## src/rtl/tick_pkg.sv

```systemverilog
package tick_pkg;
   typedef enum logic {
      ROUTE_TMR = 1'b0,
      ROUTE_WDT = 1'b1
   } route_e;
endpackage

```

## src/rtl/tick_src_sel.sv

```systemverilog
module tick_src_sel #(
   parameter int SYNC_STAGES = 2
) (
   input  logic clk,
   input  logic rst_n,
   input  logic src_ext,
   input  logic edge_fall,
   input  logic ext_clk,
   output logic src_pulse
);
   logic [SYNC_STAGES-1:0] chain;
   logic                   prev;
   logic                   pin_pol;
   logic                   ext_rise;

   assign pin_pol = ext_clk ^ edge_fall;

   genvar gi;
   generate
      for (gi = 0; gi < SYNC_STAGES; gi++) begin : g_sync
         always_ff @(posedge clk) begin
            if (!rst_n)
               chain[gi] <= 1'b0;
            else if (gi == 0)
               chain[gi] <= pin_pol;
            else
               chain[gi] <= chain[(gi == 0) ? 0 : gi-1];
         end
      end
   endgenerate

   always_ff @(posedge clk) begin
      if (!rst_n) prev <= 1'b0;
      else        prev <= chain[SYNC_STAGES-1];
   end

   assign ext_rise  = chain[SYNC_STAGES-1] & ~prev;
   assign src_pulse = src_ext ? ext_rise : 1'b1;

   AST_RISE_SINGLE: assert property (@(posedge clk) disable iff (!rst_n)
      (src_ext && src_pulse) |=> !src_pulse || !src_ext);
endmodule

```

## src/rtl/tick_prescaler.sv

```systemverilog
module tick_prescaler
   import tick_pkg::*;
#(
   parameter int PS_W  = 8,
   parameter int SEL_W = $clog2(PS_W)
) (
   input  logic             clk,
   input  logic             rst_n,
   input  route_e           route,
   input  logic [SEL_W-1:0] sel,
   input  logic             src_pulse,
   input  logic             hold,
   input  logic             clr_tmr,
   input  logic             clr_wdt,
   output logic             tmr_pulse,
   output logic             wd_tick
);
   logic [PS_W-1:0] pcnt;
   logic [PS_W-1:0] mask_t;
   logic [PS_W-1:0] mask_w;
   logic            advance;

   always_comb begin
      for (int i = 0; i < PS_W; i++) begin
         mask_t[i] = (i <= int'(sel));
         mask_w[i] = (i < int'(sel));
      end
   end

   always_comb begin
      if (route == ROUTE_TMR) begin
         advance   = src_pulse & ~hold;
         tmr_pulse = advance & ((pcnt & mask_t) == mask_t);
         wd_tick   = 1'b1;
      end else begin
         advance   = 1'b1;
         tmr_pulse = src_pulse;
         wd_tick   = ((pcnt & mask_w) == mask_w);
      end
   end

   always_ff @(posedge clk) begin
      if (!rst_n)
         pcnt <= '0;
      else if ((route == ROUTE_TMR && clr_tmr) || (route == ROUTE_WDT && clr_wdt))
         pcnt <= '0;
      else if (advance)
         pcnt <= pcnt + 1'b1;
   end

   AST_HOLD_FREEZE: assert property (@(posedge clk) disable iff (!rst_n)
      (route == ROUTE_TMR && hold && !clr_tmr) |=> $stable(pcnt));
   AST_WDT_CLR_RESTART: assert property (@(posedge clk) disable iff (!rst_n)
      (route == ROUTE_WDT && clr_wdt) |=> (pcnt == '0) || (route == ROUTE_TMR));
endmodule

```

## src/rtl/tick_timer.sv

```systemverilog
module tick_timer #(
   parameter int TMR_W       = 8,
   parameter int INHIBIT_CYC = 2,
   localparam int INH_W      = $clog2(INHIBIT_CYC + 1)
) (
   input  logic             clk,
   input  logic             rst_n,
   input  logic             cnt_pulse,
   input  logic             wr,
   input  logic [TMR_W-1:0] wdata,
   output logic [TMR_W-1:0] q,
   output logic             ovf,
   output logic             frozen
);
   logic [INH_W-1:0] inhib;
   logic             inc;

   assign frozen = (inhib != '0);
   assign inc    = cnt_pulse & ~frozen & ~wr;

   always_ff @(posedge clk) begin
      if (!rst_n) begin
         q     <= '0;
         ovf   <= 1'b0;
         inhib <= '0;
      end else if (wr) begin
         q     <= wdata;
         ovf   <= 1'b0;
         inhib <= INH_W'(INHIBIT_CYC);
      end else begin
         if (frozen) inhib <= inhib - 1'b1;
         if (inc)    q     <= q + 1'b1;
         ovf <= inc && (q == '1);
      end
   end

   AST_OVF_SINGLE: assert property (@(posedge clk) disable iff (!rst_n)
      ovf |=> !ovf);
   AST_OVF_AT_ZERO: assert property (@(posedge clk) disable iff (!rst_n)
      ovf |-> (q == '0));
   AST_WR_LOAD: assert property (@(posedge clk) disable iff (!rst_n)
      wr |=> (q == $past(wdata)));
   AST_WR_FREEZE: assert property (@(posedge clk) disable iff (!rst_n)
      ($past(wr) && !wr) |=> $stable(q));
   AST_STEP_ONE: assert property (@(posedge clk) disable iff (!rst_n)
      !wr |=> (q == $past(q)) || (q == $past(q) + TMR_W'(1)));
endmodule

```

## src/rtl/tick_wdog.sv

```systemverilog
module tick_wdog #(
   parameter int WDT_W = 8
) (
   input  logic clk,
   input  logic rst_n,
   input  logic tick,
   input  logic clr,
   output logic timeout
);
   logic [WDT_W-1:0] wcnt;

   always_ff @(posedge clk) begin
      if (!rst_n || clr) begin
         wcnt    <= '0;
         timeout <= 1'b0;
      end else if (tick) begin
         wcnt    <= wcnt + 1'b1;
         timeout <= (wcnt == '1);
      end else begin
         timeout <= 1'b0;
      end
   end

   AST_TMO_SINGLE: assert property (@(posedge clk) disable iff (!rst_n)
      timeout |=> !timeout);
   AST_CLR_QUIET: assert property (@(posedge clk) disable iff (!rst_n)
      clr |=> !timeout);
endmodule

```

## src/rtl/tick_timer_wdog.sv

```systemverilog
module tick_timer_wdog
   import tick_pkg::*;
#(
   parameter int TMR_W       = 8,
   parameter int PS_W        = 8,
   parameter int WDT_W       = 8,
   parameter int SYNC_STAGES = 2,
   parameter int INHIBIT_CYC = 2,
   localparam int SEL_W      = $clog2(PS_W)
) (
   input  logic             clk,
   input  logic             rst_n,
   input  logic             src_ext,
   input  logic             edge_fall,
   input  logic             route_wdt,
   input  logic [SEL_W-1:0] ps_sel,
   input  logic             ext_clk,
   input  logic             tmr_wr,
   input  logic [TMR_W-1:0] tmr_wdata,
   input  logic             wdt_clr,
   output logic [TMR_W-1:0] tmr_q,
   output logic             tmr_ovf,
   output logic             wdt_timeout
);
   initial begin
      assert (PS_W == (1 << SEL_W)) else $fatal(1, "PS_W must be a power of two");
      assert (TMR_W >= 2)           else $fatal(1, "TMR_W too small");
      assert (WDT_W >= 1)           else $fatal(1, "WDT_W too small");
      assert (SYNC_STAGES >= 2)     else $fatal(1, "SYNC_STAGES below 2");
      assert (INHIBIT_CYC >= 1)     else $fatal(1, "INHIBIT_CYC below 1");
   end

   route_e route;
   logic   src_pulse;
   logic   tmr_pulse;
   logic   wd_tick;
   logic   frozen;

   assign route = route_wdt ? ROUTE_WDT : ROUTE_TMR;

   tick_src_sel #(.SYNC_STAGES(SYNC_STAGES)) u_src (
      .clk       (clk),
      .rst_n     (rst_n),
      .src_ext   (src_ext),
      .edge_fall (edge_fall),
      .ext_clk   (ext_clk),
      .src_pulse (src_pulse)
   );

   tick_prescaler #(.PS_W(PS_W), .SEL_W(SEL_W)) u_ps (
      .clk       (clk),
      .rst_n     (rst_n),
      .route     (route),
      .sel       (ps_sel),
      .src_pulse (src_pulse),
      .hold      (frozen),
      .clr_tmr   (tmr_wr),
      .clr_wdt   (wdt_clr),
      .tmr_pulse (tmr_pulse),
      .wd_tick   (wd_tick)
   );

   tick_timer #(.TMR_W(TMR_W), .INHIBIT_CYC(INHIBIT_CYC)) u_tmr (
      .clk       (clk),
      .rst_n     (rst_n),
      .cnt_pulse (tmr_pulse),
      .wr        (tmr_wr),
      .wdata     (tmr_wdata),
      .q         (tmr_q),
      .ovf       (tmr_ovf),
      .frozen    (frozen)
   );

   tick_wdog #(.WDT_W(WDT_W)) u_wdt (
      .clk     (clk),
      .rst_n   (rst_n),
      .tick    (wd_tick),
      .clr     (wdt_clr),
      .timeout (wdt_timeout)
   );

   AST_RESET_QUIET: assert property (@(posedge clk)
      !rst_n |=> (tmr_q == '0) && !tmr_ovf && !wdt_timeout);
endmodule

```

## config.mk

```make
export PLATFORM = sky130hd
export DESIGN_NAME = tick_timer_wdog
export DESIGN_NICKNAME = d
export VERILOG_FILES = /design/src/rtl/tick_pkg.sv /design/src/rtl/tick_src_sel.sv /design/src/rtl/tick_prescaler.sv /design/src/rtl/tick_timer.sv /design/src/rtl/tick_wdog.sv /design/src/rtl/tick_timer_wdog.sv
export SDC_FILE = /design/constraint.sdc
export NUM_CORES = 1
export LEC_CHECK = 0
export CORE_AREA = 2 2 73 75
export CTS_BUF_LIST = sky130_fd_sc_hd__clkbuf_16
export CTS_CLUSTER_SIZE = 20
export DETAILED_ROUTE_END_ITERATION = 6
export DIE_AREA = 0 0 75 77
export HOLD_SLACK_MARGIN = 0.05
export PLACE_DENSITY_LB_ADDON = 0.1
export SETUP_SLACK_MARGIN = 0.4
export SLEW_MARGIN = 20
export SYNTH_ARGS = -nofsm -noshare
export SYNTH_HDL_FRONTEND = slang
export SYNTH_SLANG_ARGS = --single-unit
```

## constraint.sdc

```tcl
create_clock -name clk -period 3.7 [get_ports clk]
set_input_delay 0.555 -clock clk [delete_from_list [all_inputs] [get_ports clk]]
set_output_delay 0.555 -clock clk [all_outputs]
set_load 0.05 [all_outputs]
```

==> reports/qor.yml, run 1 <==
power_and_ir_drop:
  powerDensity_nw_per_um2: 400.8
  p_leak_nw: 0.7674
  ir_drop_mv: 0.2230
sta:
  slew_headroom: 0.5795
  hold_violations: 0
  fin_tns_setup_ns: 0
  drv_slew: 0
  setup_viol: 0
  fin_skew_ns: 0.006420
  tightest_slew_ns: 0.6279
  fmax_ghz: 0.4259
  holdWs_ns: 0.4317
  rsz0062_at_grt: "false"
  post-route-period-util: 0.6345
  period_minus_slack_ns: 2.348
routing:
  drtPass1Iterations: 4
  route.detailed.drc: 0
  vias_per_cell: 5.245
  num_vias: 1542
  antenna_left: 0
  wl_per_cell_um: 13.60
  met2_length_um: 1909
  wl_um: 3999
  wl_met1_um: 1856
  drtIter0Drc: 39
  top_layer_used: "met4"
  met3_length_um: 145
placed_design:
  dp_hpwl_um: 2889
  place.gp.congestion: 0.8362
  portBuffers: 28
clocking:
  cts_setup_buffers: 0
  cts_hold_buf: 0
  cts.sinks: 31
  cts_tree: "built"
  numCtsBuffers: 5
  cts_root_buf: "clkbuf_16"
  htreeDepth: 2
  cts.clk_slew.worst_paths_ns: 0.05
  ctsResizeCount: 0
  cts.path.max_buffers: 2
  clk_latency_ns: 0.27
floorplanning:
  dieArea_um2: 5775
  dieWidth_um: 75
  num_rows: 26
  ioPinCount: 29
  fp.dieH_um: 77
  core_um2: 4977
  initial_core_util: 0.3436
critical_path:
  crit_fanout: 14
  cp.required_ns: 3.90
  reg2reg_slack_ns: 1.77
  start_kind: "input pin"
  worst_setup_path_end_kind: "flop"
  worstSetupPathType: "input pin to flop"
  critPathArrivalTime_ns: 2.54
synthesis:
  synthArstFlopShare: 0
  synth_cells: 197
  synth_compound_area_frac: 0.2202
  synth_fa_ha_area_frac: 0.02195
  ys_warn_count: 0
  ys_types: 50
  syn_nets: 219
  syn_area_per_cell_um2: 8.682
  ys_ff_latch: 31
  synth_top_family_by_area: "simple AND/OR/NAND/NOR gates"
  synth_edf_count: 0
  synth_top_cell_area_share: 0.3628
  synth-simple-area-share: 0.2853
  synthFlopType: "dfxtp_1"
  synth_xor_area_frac: 0.05633
  synth.largest_area_cell: "dfxtp_1"
  muxShareOfSynthArea: 0.01170
  synth_area_leaders: "dfxtp_1 (36%), nor2_1 (4.4%), xor2_1 (4.1%), nand2b_1 (3.7%), nand2_1 (3.5%)"
  seq_area_frac_synth: 0.3628
  syn_area_um2: 1710
min_path:
  hp-class: "flop to flop"
cells_and_area:
  final_nets: 245
  nFillCells: 493
  drive_above_1_share: 0.08036
  area_delta_synth_final_pct: 27.36
  n_antenna_cell: 0
global_route:
  gr-total-overflow: 0
  grt_start_max_net_pins: 18
  grt.total_usage: 0.1518
  grt_antenna_before_repair: 0
  grt_pass1_vias: 1506
  grt_pass1_wl_um: 6913
outcome:
  status: "completed"
run:
  cap_violations: 0
-- cells in the final DEF (no fill, tap or decap), types with 4 or more instances in the layout --
cell type	n
clkbuf_16	5
or4_1	4
nand2b_1	10
o21ai_0	9
o2111ai_1	4
and2_1	4
nor2_1	20
inv_1	4
and3_1	5
xor2_1	8
nor2b_1	5
dfxtp_1	31
o31ai_1	4
nand3_1	4
clkdlybuf4s50_1	28
nand2_1	16
a21oi_1	7
a31oi_1	5
-- logic make-up after synthesis --
group                    Yosys count
XOR/XNOR                          11
flip-flops                        31
AND/OR/NAND/NOR                   84
AO/OA/AOI/OAI                     51
buffers and inverters             15
multiplexers                       2
adder cells (fa/ha/maj)            3
-- layer usage --
metal / track usage / up-vias
met5: 0 / -
met4: 0.06429 / 0
met3: 0.04336 / 10
met2: 0.2281 / 28
met1: 0.1997 / 728
li1: - / 776
-- worst max-delay path, stage by stage --
cell,delay (ns)
clkdlybuf4s50_1,0.55
nor2_1,0.24
a21oi_1,0.09
o211a_2,0.36
or4_1,0.54
a31oi_1,0.19
-- cell usage after synthesis, drive strengths merged, types with 4 or more instances --
| master | n |
|---|---|
| a21oi | 7 |
| a31oi | 5 |
| and2 | 4 |
| and3 | 5 |
| buf | 5 |
| clkbuf | 6 |
| dfxtp | 31 |
| inv | 4 |
| nand2 | 16 |
| nand2b | 10 |
| nand3 | 4 |
| nor2 | 20 |
| nor2b | 5 |
| nor4 | 5 |
| o2111ai | 4 |
| o21ai | 10 |
| o31ai | 4 |
| or4 | 4 |
| xor2 | 8 |
-- through the flow --
stage / worst slack [ns] / instances / area (µm²) / util / total power [mW]
final: 1.352 / 294 / 2178 / 0.4377 / 0.8730
after global routing: 1.211 / 294 / 2178 / 0.4377 / 0.9175
after CTS: 1.355 / 294 / 2178 / 0.4377 / 0.8838
after detailed placement: 1.103 / 286 / 2037 / 0.4093 / 0.4958
after global placement: 1.151 / 286 / 2037 / 0.4093 / 0.4935
after floorplan: 1.707 / 197 / 1710 / - / 0.4478
-- final timing paths --
check	startpoint	cells after the start	to
setup / recovery	ps_sel[2]	6	u_tmr.q[3]
hold / removal	u_src.chain[0]	1	u_src.chain[1]
setup reg to reg	u_ps.pcnt[3]	5	u_tmr.q[3]
hold reg to reg	u_src.chain[0]	1	u_src.chain[1]
-- sequential cells by signal (all words and copies together) (netlist names) --
register / cells
u_ps.pcnt: 8
u_src.chain: 2
u_src.prev: 1
u_tmr.inhib: 2
u_tmr.ovf: 1
u_tmr.q: 8
u_wdt.timeout: 1
u_wdt.wcnt: 8
-- power breakdown --
part	internal, mW	switching, mW
sequential	0.346	0.0131
combinational	0.0542	0.0762
clock	0.245	0.139
total	0.645	0.228
-- layout make-up --
| cell class | instances | area, µm² | area share |
|---|---|---|---|
| Sequential cell | 31 | 620.6 | 0.2849 |
| Clock inverter | 3 | 16.27 | 0.007467 |
| Timing Repair Buffer | 30 | 295.3 | 0.1356 |
| Tap cell | 70 | 87.58 | 0.04021 |
| Clock buffer | 5 | 125.1 | 0.05744 |
| Multi-Input combinational cell | 151 | 1018 | 0.4675 |
| Inverter | 4 | 15.01 | 0.006893 |
Note: power is estimated with default switching activity, not from simulation.
==> inputs of run 2 (changes only) <==
==> constraint.sdc (replaced) <==
create_clock -name clk -period 1.9 [get_ports clk]
set_input_delay 0.285 -clock clk [delete_from_list [all_inputs] [get_ports clk]]
set_output_delay 0.285 -clock clk [all_outputs]
set_load 0.05 [all_outputs]
==> reports/qor.yml, run 2 (synthesis gave the netlist of run 1 again) <==
power_and_ir_drop:
  total_power_mw: 1.957  # was 0.8730 mW
  powerDensity_nw_per_um2: 717.0  # was 400.8 nW/µm²
  ir_drop_mv: 0.4887  # was 0.2230 mV
  p_leak_nw: 1.023  # was 0.7674 nW
sta:
  fmax_ghz: 0.6013
  setup_ws_ns: 0.2370  # was 1.352 ns
  period_minus_slack_ns: 1.663
  tightest_slew_ns: 0.6856  # was 0.6279 ns
  setup_viol: 0  # unchanged
  post-route-period-util: 0.8753
  fin_skew_ns: 0.002664  # was 0.006420 ns
  drv_slew: 0  # unchanged
  slew_headroom: 0.5409  # was 0.5795
  rsz0062_at_grt: "true"  # was false
  hold_violations: 0  # unchanged
floorplanning:
  initial_core_util: 0.3436  # unchanged
  num_rows: 26  # unchanged
  dieWidth_um: 75  # unchanged
  fp.dieH_um: 77  # unchanged
  dieArea_um2: 5775  # unchanged
  core_um2: 4977  # unchanged
  ioPinCount: 29  # unchanged
cells_and_area:
  area_delta_synth_final_pct: 59.55  # was 27.36%
  final_cell_area_um2: 2729  # was 2178 µm²
  drive_above_1_share: 0.3688  # was 0.08036
  final_common_cell: "buf_4"  # was dfxtp_1
  postLayoutCoreUtil: 0.5483  # was 0.4377
  nFillCells: 485  # was 493
  n_antenna_cell: 0  # unchanged
  stdcell_count: 333  # was 294
  largestRegisters: "u_ps.pcnt: 8 flops, u_tmr.q: 8 flops, u_wdt.wcnt: 8 flops"  # unchanged
  layout_common_cells: "buf_4 (33), nor2_1 (18), dfxtp_1 (18), nand2_1 (16), clkdlybuf4s50_1 (13)"  # was dfxtp_1 (31), clkdlybuf4s50_1 (28), nor2_1 (20), nand2_1 (16), nand2b_1 (10)
  final_nets: 284  # was 245
routing:
  vias_per_cell: 5.303  # was 5.245
  num_vias: 1766  # was 1542
  antenna_left: 0  # unchanged
  drtIter0Drc: 44  # was 39
  drtPass1Iterations: 4  # unchanged
  wl_um: 5357  # was 3999 µm
  route.detailed.drc: 0  # unchanged
  wl_per_cell_um: 16.09  # was 13.60 µm
clocking:
  cts_root_buf: "clkbuf_16"  # unchanged
  cts.clk_slew.worst_paths_ns: 0.05  # about the same
  clk_latency_ns: 0.27  # about the same
  htreeDepth: 2  # unchanged
  cts_tree: "built"  # unchanged
  cts.sinks: 31  # unchanged
  numCtsBuffers: 5  # unchanged
  cts.path.max_buffers: 2  # unchanged
global_route:
  grt_pass1_wl_um: 8245  # was 6913 µm
  gr-total-overflow: 0  # unchanged
  grt_pass1_vias: 1764  # was 1506
  grt_start_max_net_pins: 15  # was 18
  grt.total_usage: 0.1855  # was 0.1518
  grt_antenna_before_repair: 0  # unchanged
placed_design:
  placed_area_um2: 2225  # was 2037 µm²
  portBuffers: 28  # unchanged
  dp_slack_ns: -0.3284  # was 1.103 ns
  placed_cells: 304  # was 286
  place.gp.congestion: 0.7848  # was 0.8362
  dp_hpwl_um: 3354  # was 2889 µm
critical_path:
  path_cells: "nand2b_1 -> a21oi_2 -> o211a_4 -> o31a_1 -> o311a_1"  # was clkdlybuf4s50_1 -> nor2_1 -> a21oi_1 -> o211a_2 -> or4_1 -> a31oi_1
  critPathMaxStageDelay_ns: 0.40  # was 0.55 ns
  cp.required_ns: 2.06  # was 3.90 ns
  critPathArrivalTime_ns: 1.82  # was 2.54 ns
  worst_setup_path_end_kind: "flop"  # unchanged
  start_kind: "flop"  # was input pin
  worstSetupPathType: "flop to flop"  # was input pin to flop
  crit_fanout: 7  # was 14
  crit_slowest_cell: "dfxtp_1"  # was clkdlybuf4s50_1
  reg2reg_slack_ns: 0.24  # was 1.77 ns
min_path:
  hp-class: "flop to flop"  # unchanged
outcome:
  status: "completed"  # unchanged
run:
  cap_violations: 0  # unchanged
==> run 2: cell types whose count changed in the layout (fill, tap and decap cells not counted), moves of 6 or more <==
cell,change
dfxtp_1,-13
buf_4,+31
clkdlybuf4s50_1,-15
dlygate4sd2_1,+7
dfxtp_4,+6
buf_6,+6
dfxtp_2,+7
==> run 2: path summary, 6_finish.rpt <==
path                       start             end  depth (start not counted)
setup / recovery    u_ps.pcnt[5]      u_tmr.q[6]                          5
hold reg to reg   u_src.chain[0]  u_src.chain[1]                          1
hold / removal    u_src.chain[0]  u_src.chain[1]                          1
setup reg to reg    u_ps.pcnt[5]      u_tmr.q[6]                          5
==> run 2: where the power goes <==
group	internal (mW)	switching, mW
clock	0.611	0.286
sequential	0.671	0.0325
combinational	0.162	0.196
total	1.44	0.514
==> run 2: timing repair <==
item                                    4_1_cts  5_1_grt
gates resized for setup                      38       38
endpoints found under the hold margin         0        0
pin swaps                                    29       11
buffers inserted                             14        4
hold buffers                                  0        0
endpoints found under the setup margin       36       27
gates cloned                                  2        1
==> run 2: stage by stage <==
stage | TNS, ns | hold WS, ns
detailed placement | -4.375 | 0.4282
floorplan | 0 | 0.4119
global placement | -3.055 | 0.4203
finish | 0 | 0.4344
CTS | 0 | 0.4404
global route | 0 | 0.4588
==> run 2: critical path: cells and delay by family (launching register included) <==
family | cells | cell delay, ns
flip-flops | 1 | 0.40
AO/OA/AOI/OAI | 4 | 0.99
AND/OR/NAND/NOR | 1 | 0.15
==> run 2: routing by layer <==
| layer | track usage | part of all wire | wire length, µm |
|---|---|---|---|
| met1 | 0.2224 | 0.41 | 2217 |
| met2 | 0.3096 | 0.53 | 2841 |
| met3 | 0.04468 | 0.035 | 189 |
| met4 | 0.07500 | 0.020 | 109 |
| met5 | 0 | 0 | 0 |
==> run 2: layout make-up <==
class	count	area, µm²	share of cell area
Multi-Input combinational cell	152	1231	0.4512
Sequential cell	31	651.9	0.2389
Timing Repair Buffer	68	579.3	0.2123
Clock buffer	5	125.1	0.04585
Tap cell	70	87.58	0.03210
Clock inverter	3	38.79	0.01421
Inverter	4	15.01	0.005502
==> inputs of run 3 (changes only) <==
--- a/config.mk
+++ b/config.mk
@@ -5,15 +5,16 @@
 export SDC_FILE = /design/constraint.sdc
 export NUM_CORES = 1
 export LEC_CHECK = 0
-export CORE_AREA = 2 2 73 75
+export CORE_AREA = 2 2 71 73
 export CTS_BUF_LIST = sky130_fd_sc_hd__clkbuf_16
 export CTS_CLUSTER_SIZE = 20
 export DETAILED_ROUTE_END_ITERATION = 6
-export DIE_AREA = 0 0 75 77
+export DIE_AREA = 0 0 73 75
 export HOLD_SLACK_MARGIN = 0.05
 export PLACE_DENSITY_LB_ADDON = 0.1
 export SETUP_SLACK_MARGIN = 0.4
 export SLEW_MARGIN = 20
 export SYNTH_ARGS = -nofsm -noshare
 export SYNTH_HDL_FRONTEND = slang
+export SYNTH_HIERARCHICAL = 1
 export SYNTH_SLANG_ARGS = --single-unit
==> reports/qor.yml, run 3 <==
outcome:
  status: "complete, but fails checks"  # was completed
  violations: "setup timing"
global_route:
  grt.total_usage: 0.1552  # was 0.1855
  grt_start_max_net_pins: 14  # was 15
  gr-total-overflow: 0  # unchanged
  grt_antenna_before_repair: 0  # unchanged
  grt_pass1_vias: 1461  # was 1764
  grt_pass1_wl_um: 6451  # was 8245 µm
routing:
  vias_per_cell: 5.297  # was 5.303
  wl_per_cell_um: 14.26  # was 16.09 µm
  drtPass1Iterations: 4  # unchanged
  wl_um: 4079  # was 5357 µm
  num_vias: 1515  # was 1766
  antenna_left: 0  # unchanged
  drtIter0Drc: 83  # was 44
  route.detailed.drc: 0  # unchanged
synthesis:
  ys_warn_count: 6  # was 0
  syn_area_um2: 1602  # was 1710 µm²
  ys_ff_latch: 31  # unchanged
  synthArstFlopShare: 0  # unchanged
  synth-simple-area-share: 0.2609  # was 0.2853
  syn_nets: 205  # was 219
  ys_types: 44  # was 50
  synthFlopType: "dfxtp_1"  # unchanged
  synth_fa_ha_area_frac: 0.02344  # was 0.02195
  seq_area_frac_synth: 0.3875  # was 0.3628
  synth_xor_area_frac: 0.07656  # was 0.05633
  synth_cells: 183  # was 197
  synth.largest_area_cell: "dfxtp_1"  # unchanged
  synth_area_leaders: "dfxtp_1 (39%), xor2_1 (5.5%), o21ai_0 (5.3%), nor2_1 (4.5%), a21oi_1 (2.8%)"  # was dfxtp_1 (36%), nor2_1 (4.4%), xor2_1 (4.1%), nand2b_1 (3.7%), nand2_1 (3.5%)
  synth_compound_area_frac: 0.1773  # was 0.2202
  muxShareOfSynthArea: 0.02500  # was 0.01170
  syn_area_per_cell_um2: 8.752  # was 8.682 µm²
  synth_top_family_by_area: "simple AND/OR/NAND/NOR gates"  # unchanged
  synth_edf_count: 0  # unchanged
  synth_top_cell_area_share: 0.3875  # was 0.3628
  synth_most_common_cell: "dfxtp_1"  # unchanged
  yosys-top-cells-count: "dfxtp_1 (31), nor2_1 (19), o21ai_0 (17)"  # was dfxtp_1 (31), nor2_1 (20), nand2_1 (16)
critical_path:
  crit_fanout: 8  # was 7
  reg2reg_depth: 9  # was 5
  crit_path_end: "u_tmr/q[1]"  # was u_tmr.q[6]
  critPathArrivalTime_ns: 2.20  # was 1.82 ns
  worst_setup_path_end_kind: "flop"  # unchanged
  worstSetupPathType: "flop to flop"  # unchanged
  reg2reg_to: "u_tmr/q[1]"  # was u_tmr.q[6]
  crit_start: "u_tmr/inhib[0]"  # was u_ps.pcnt[5]
  reg2reg_slack_ns: -0.16  # was 0.24 ns
  cp.required_ns: 2.03  # was 2.06 ns
  start_kind: "flop"  # unchanged
  rr_startpoint: "u_tmr/inhib[0]"  # was u_ps.pcnt[5]
power_and_ir_drop:
  combPwrFrac: 0.164  # was 0.182
  clkPwrFrac: 0.426  # was 0.458
  internal_power_mw: 1.268  # was 1.443 mW
  switching_share: 0.2550  # was 0.2627
  p_sw_mw: 0.4341  # was 0.5140 mW
  powerDensity_nw_per_um2: 729.5  # was 717.0 nW/µm²
  p_leak_nw: 0.9013  # was 1.023 nW
  seqPwrFrac: 0.410  # was 0.359
  ir_drop_mv: 0.4374  # was 0.4887 mV
sta:
  holdWs_ns: 0.4320  # was 0.4344 ns
  period_minus_slack_ns: 2.062  # was 1.663 ns
  drv_slew: 0  # unchanged
  rsz0062_at_grt: "true"  # unchanged
  setup_ws_ns: -0.1621  # was 0.2370 ns
  hold_violations: 0  # unchanged
  slew_headroom: 0.6740  # was 0.5409
  fin_tns_setup_ns: -0.9434  # was 0 ns
  fin_skew_ns: 0.005942  # was 0.002664 ns
  tightest_slew_ns: 0.4909  # was 0.6856 ns
  post-route-period-util: 1.085  # was 0.8753
  setup_viol: 9  # was 0
  fmax_ghz: 0.4849  # was 0.6013 GHz
clocking:
  clk_latency_ns: 0.27  # about the same
  cts.clk_slew.worst_paths_ns: 0.05  # about the same
  cts.path.max_buffers: 2  # unchanged
  cts_root_buf: "clkbuf_16"  # unchanged
  cts_tree: "built"  # unchanged
  cts_hold_buf: 0  # unchanged
  cts.sinks: 31  # unchanged
  htreeDepth: 2  # unchanged
  numCtsBuffers: 5  # unchanged
cells_and_area:
  drive_above_1_share: 0.3103  # was 0.3688
  layout_common_cells: "dfxtp_1 (26), nor2_1 (17), clkdlybuf4s50_1 (15), buf_4 (15), o21ai_0 (14)"  # was buf_4 (33), nor2_1 (18), dfxtp_1 (18), nand2_1 (16), clkdlybuf4s50_1 (13)
  nFillCells: 452  # was 485
  final_cell_area_um2: 2333  # was 2729 µm²
  stdcell_count: 286  # was 333
  n_antenna_cell: 0  # unchanged
  final_common_cell: "dfxtp_1"  # was buf_4
  area_delta_synth_final_pct: 45.70  # was 59.55%
  final_nets: 254  # was 284
  largestRegisters: "u_ps/pcnt: 8 flops, u_tmr/q: 8 flops, u_wdt/wcnt: 8 flops"  # was u_ps.pcnt: 8 flops, u_tmr.q: 8 flops, u_wdt.wcnt: 8 flops
floorplanning:
  num_rows: 25  # was 26
  dieWidth_um: 73  # was 75 µm
  core_um2: 4661  # was 4977 µm²
  dieArea_um2: 5475  # was 5775 µm²
  ioPinCount: 29  # unchanged
  fp.dieH_um: 75  # was 77 µm
  initial_core_util: 0.3436  # about the same
placed_design:
  placed_cells: 275  # was 304
  place.gp.congestion: 0.8284  # was 0.7848
  placed_area_um2: 2057  # was 2225 µm²
  dp_hpwl_um: 2778  # was 3354 µm
  portBuffers: 28  # unchanged
run:
  cap_violations: 0  # unchanged
min_path:
  hp-class: "flop to flop"  # unchanged
-- run 3: power by group through the flow --
| stage | combinational (mW) | sequential (mW) | clock [mW] |
|---|---|---|---|
| after floorplan | 0.114 | 0.748 | 0 |
| after global placement | 0.254 | 0.707 | 0 |
| after detailed placement | 0.257 | 0.707 | 0 |
| after CTS | 0.270 | 0.695 | 0.752 |
| after global routing | 0.298 | 0.700 | 0.781 |
| final | 0.279 | 0.698 | 0.726 |
-- run 3: logic make-up (layout without fill, tap and decap cells) --
group	after synthesis	after routing
muxes	4	4
DFF	31	31
xor gates and xnor gates	14	14
buffers and inverters	15	64
adders and majority gates	3	3
and+or+nand+nor	72	72
AOI/OAI and AO/OA	44	44
-- run 3: metrics by stage --
stage	setup WS, ns	util	total power [mW]
2_1_floorplan	-0.1808	-	0.8626
3_3_place_gp	-0.4697	0.4413	0.9608
3_5_place_dp	-0.4919	0.4413	0.9641
4_1_cts	-0.1592	0.4907	1.717
5_1_grt	-0.3057	0.5007	1.779
6_report	-0.1621	0.5007	1.702
-- run 3: area by class of cell --
type / instances / area (µm²) / area share
multi-input cells: 137 / 1037 / 0.4445
flip-flops and latches: 31 / 626.9 / 0.2686
repair buffers: 50 / 441.7 / 0.1893
clock buffers: 5 / 125.1 / 0.05362
well taps: 54 / 67.56 / 0.02895
inverters: 7 / 26.28 / 0.01126
clock inverters: 2 / 8.758 / 0.003753
-- run 3: how the worst min path moves through the flow --
| stage | to | cells past startpoint | slack [ns] | startpoint |
|---|---|---|---|---|
| 2_1_floorplan | u_src/chain[0] | 1 | 0.41 | rst_n |
| 3_3_place_gp | u_src/chain[1] | 1 | 0.41 | u_src/chain[0] |
| 3_5_place_dp | u_src/chain[1] | 1 | 0.42 | u_src/chain[0] |
| 4_1_cts | u_src/chain[1] | 1 | 0.43 | u_src/chain[0] |
| 5_1_grt | u_src/chain[1] | 1 | 0.46 | u_src/chain[0] |
| 6_report | u_src/chain[1] | 1 | 0.43 | u_src/chain[0] |
-- run 3: worst max-delay path: stages (launching register included) --
cell and delay, ns:
dfxtp_2 0.31, or2_1 0.25, nor2b_4 0.13, o2111ai_2 0.12, a311o_1 0.30, o21ai_2 0.14
nor3b_4 0.20, buf_6 0.16, mux2i_2 0.22, a211oi_2 0.08
-- run 3: timing repair --
item,4_1_cts,5_1_grt
setup endpoints to repair,27,21
setup buffers,3,1
pin swaps,10,12
gates resized for setup,43,24
-- run 3: metal layers --
layer	global-route usage	routed length, µm	share of wire
met4	0.07819	88	0.022
met2	0.2623	2072	0.51
met3	0.04819	199	0.049
met1	0.1776	1718	0.42
met5	0	0	0
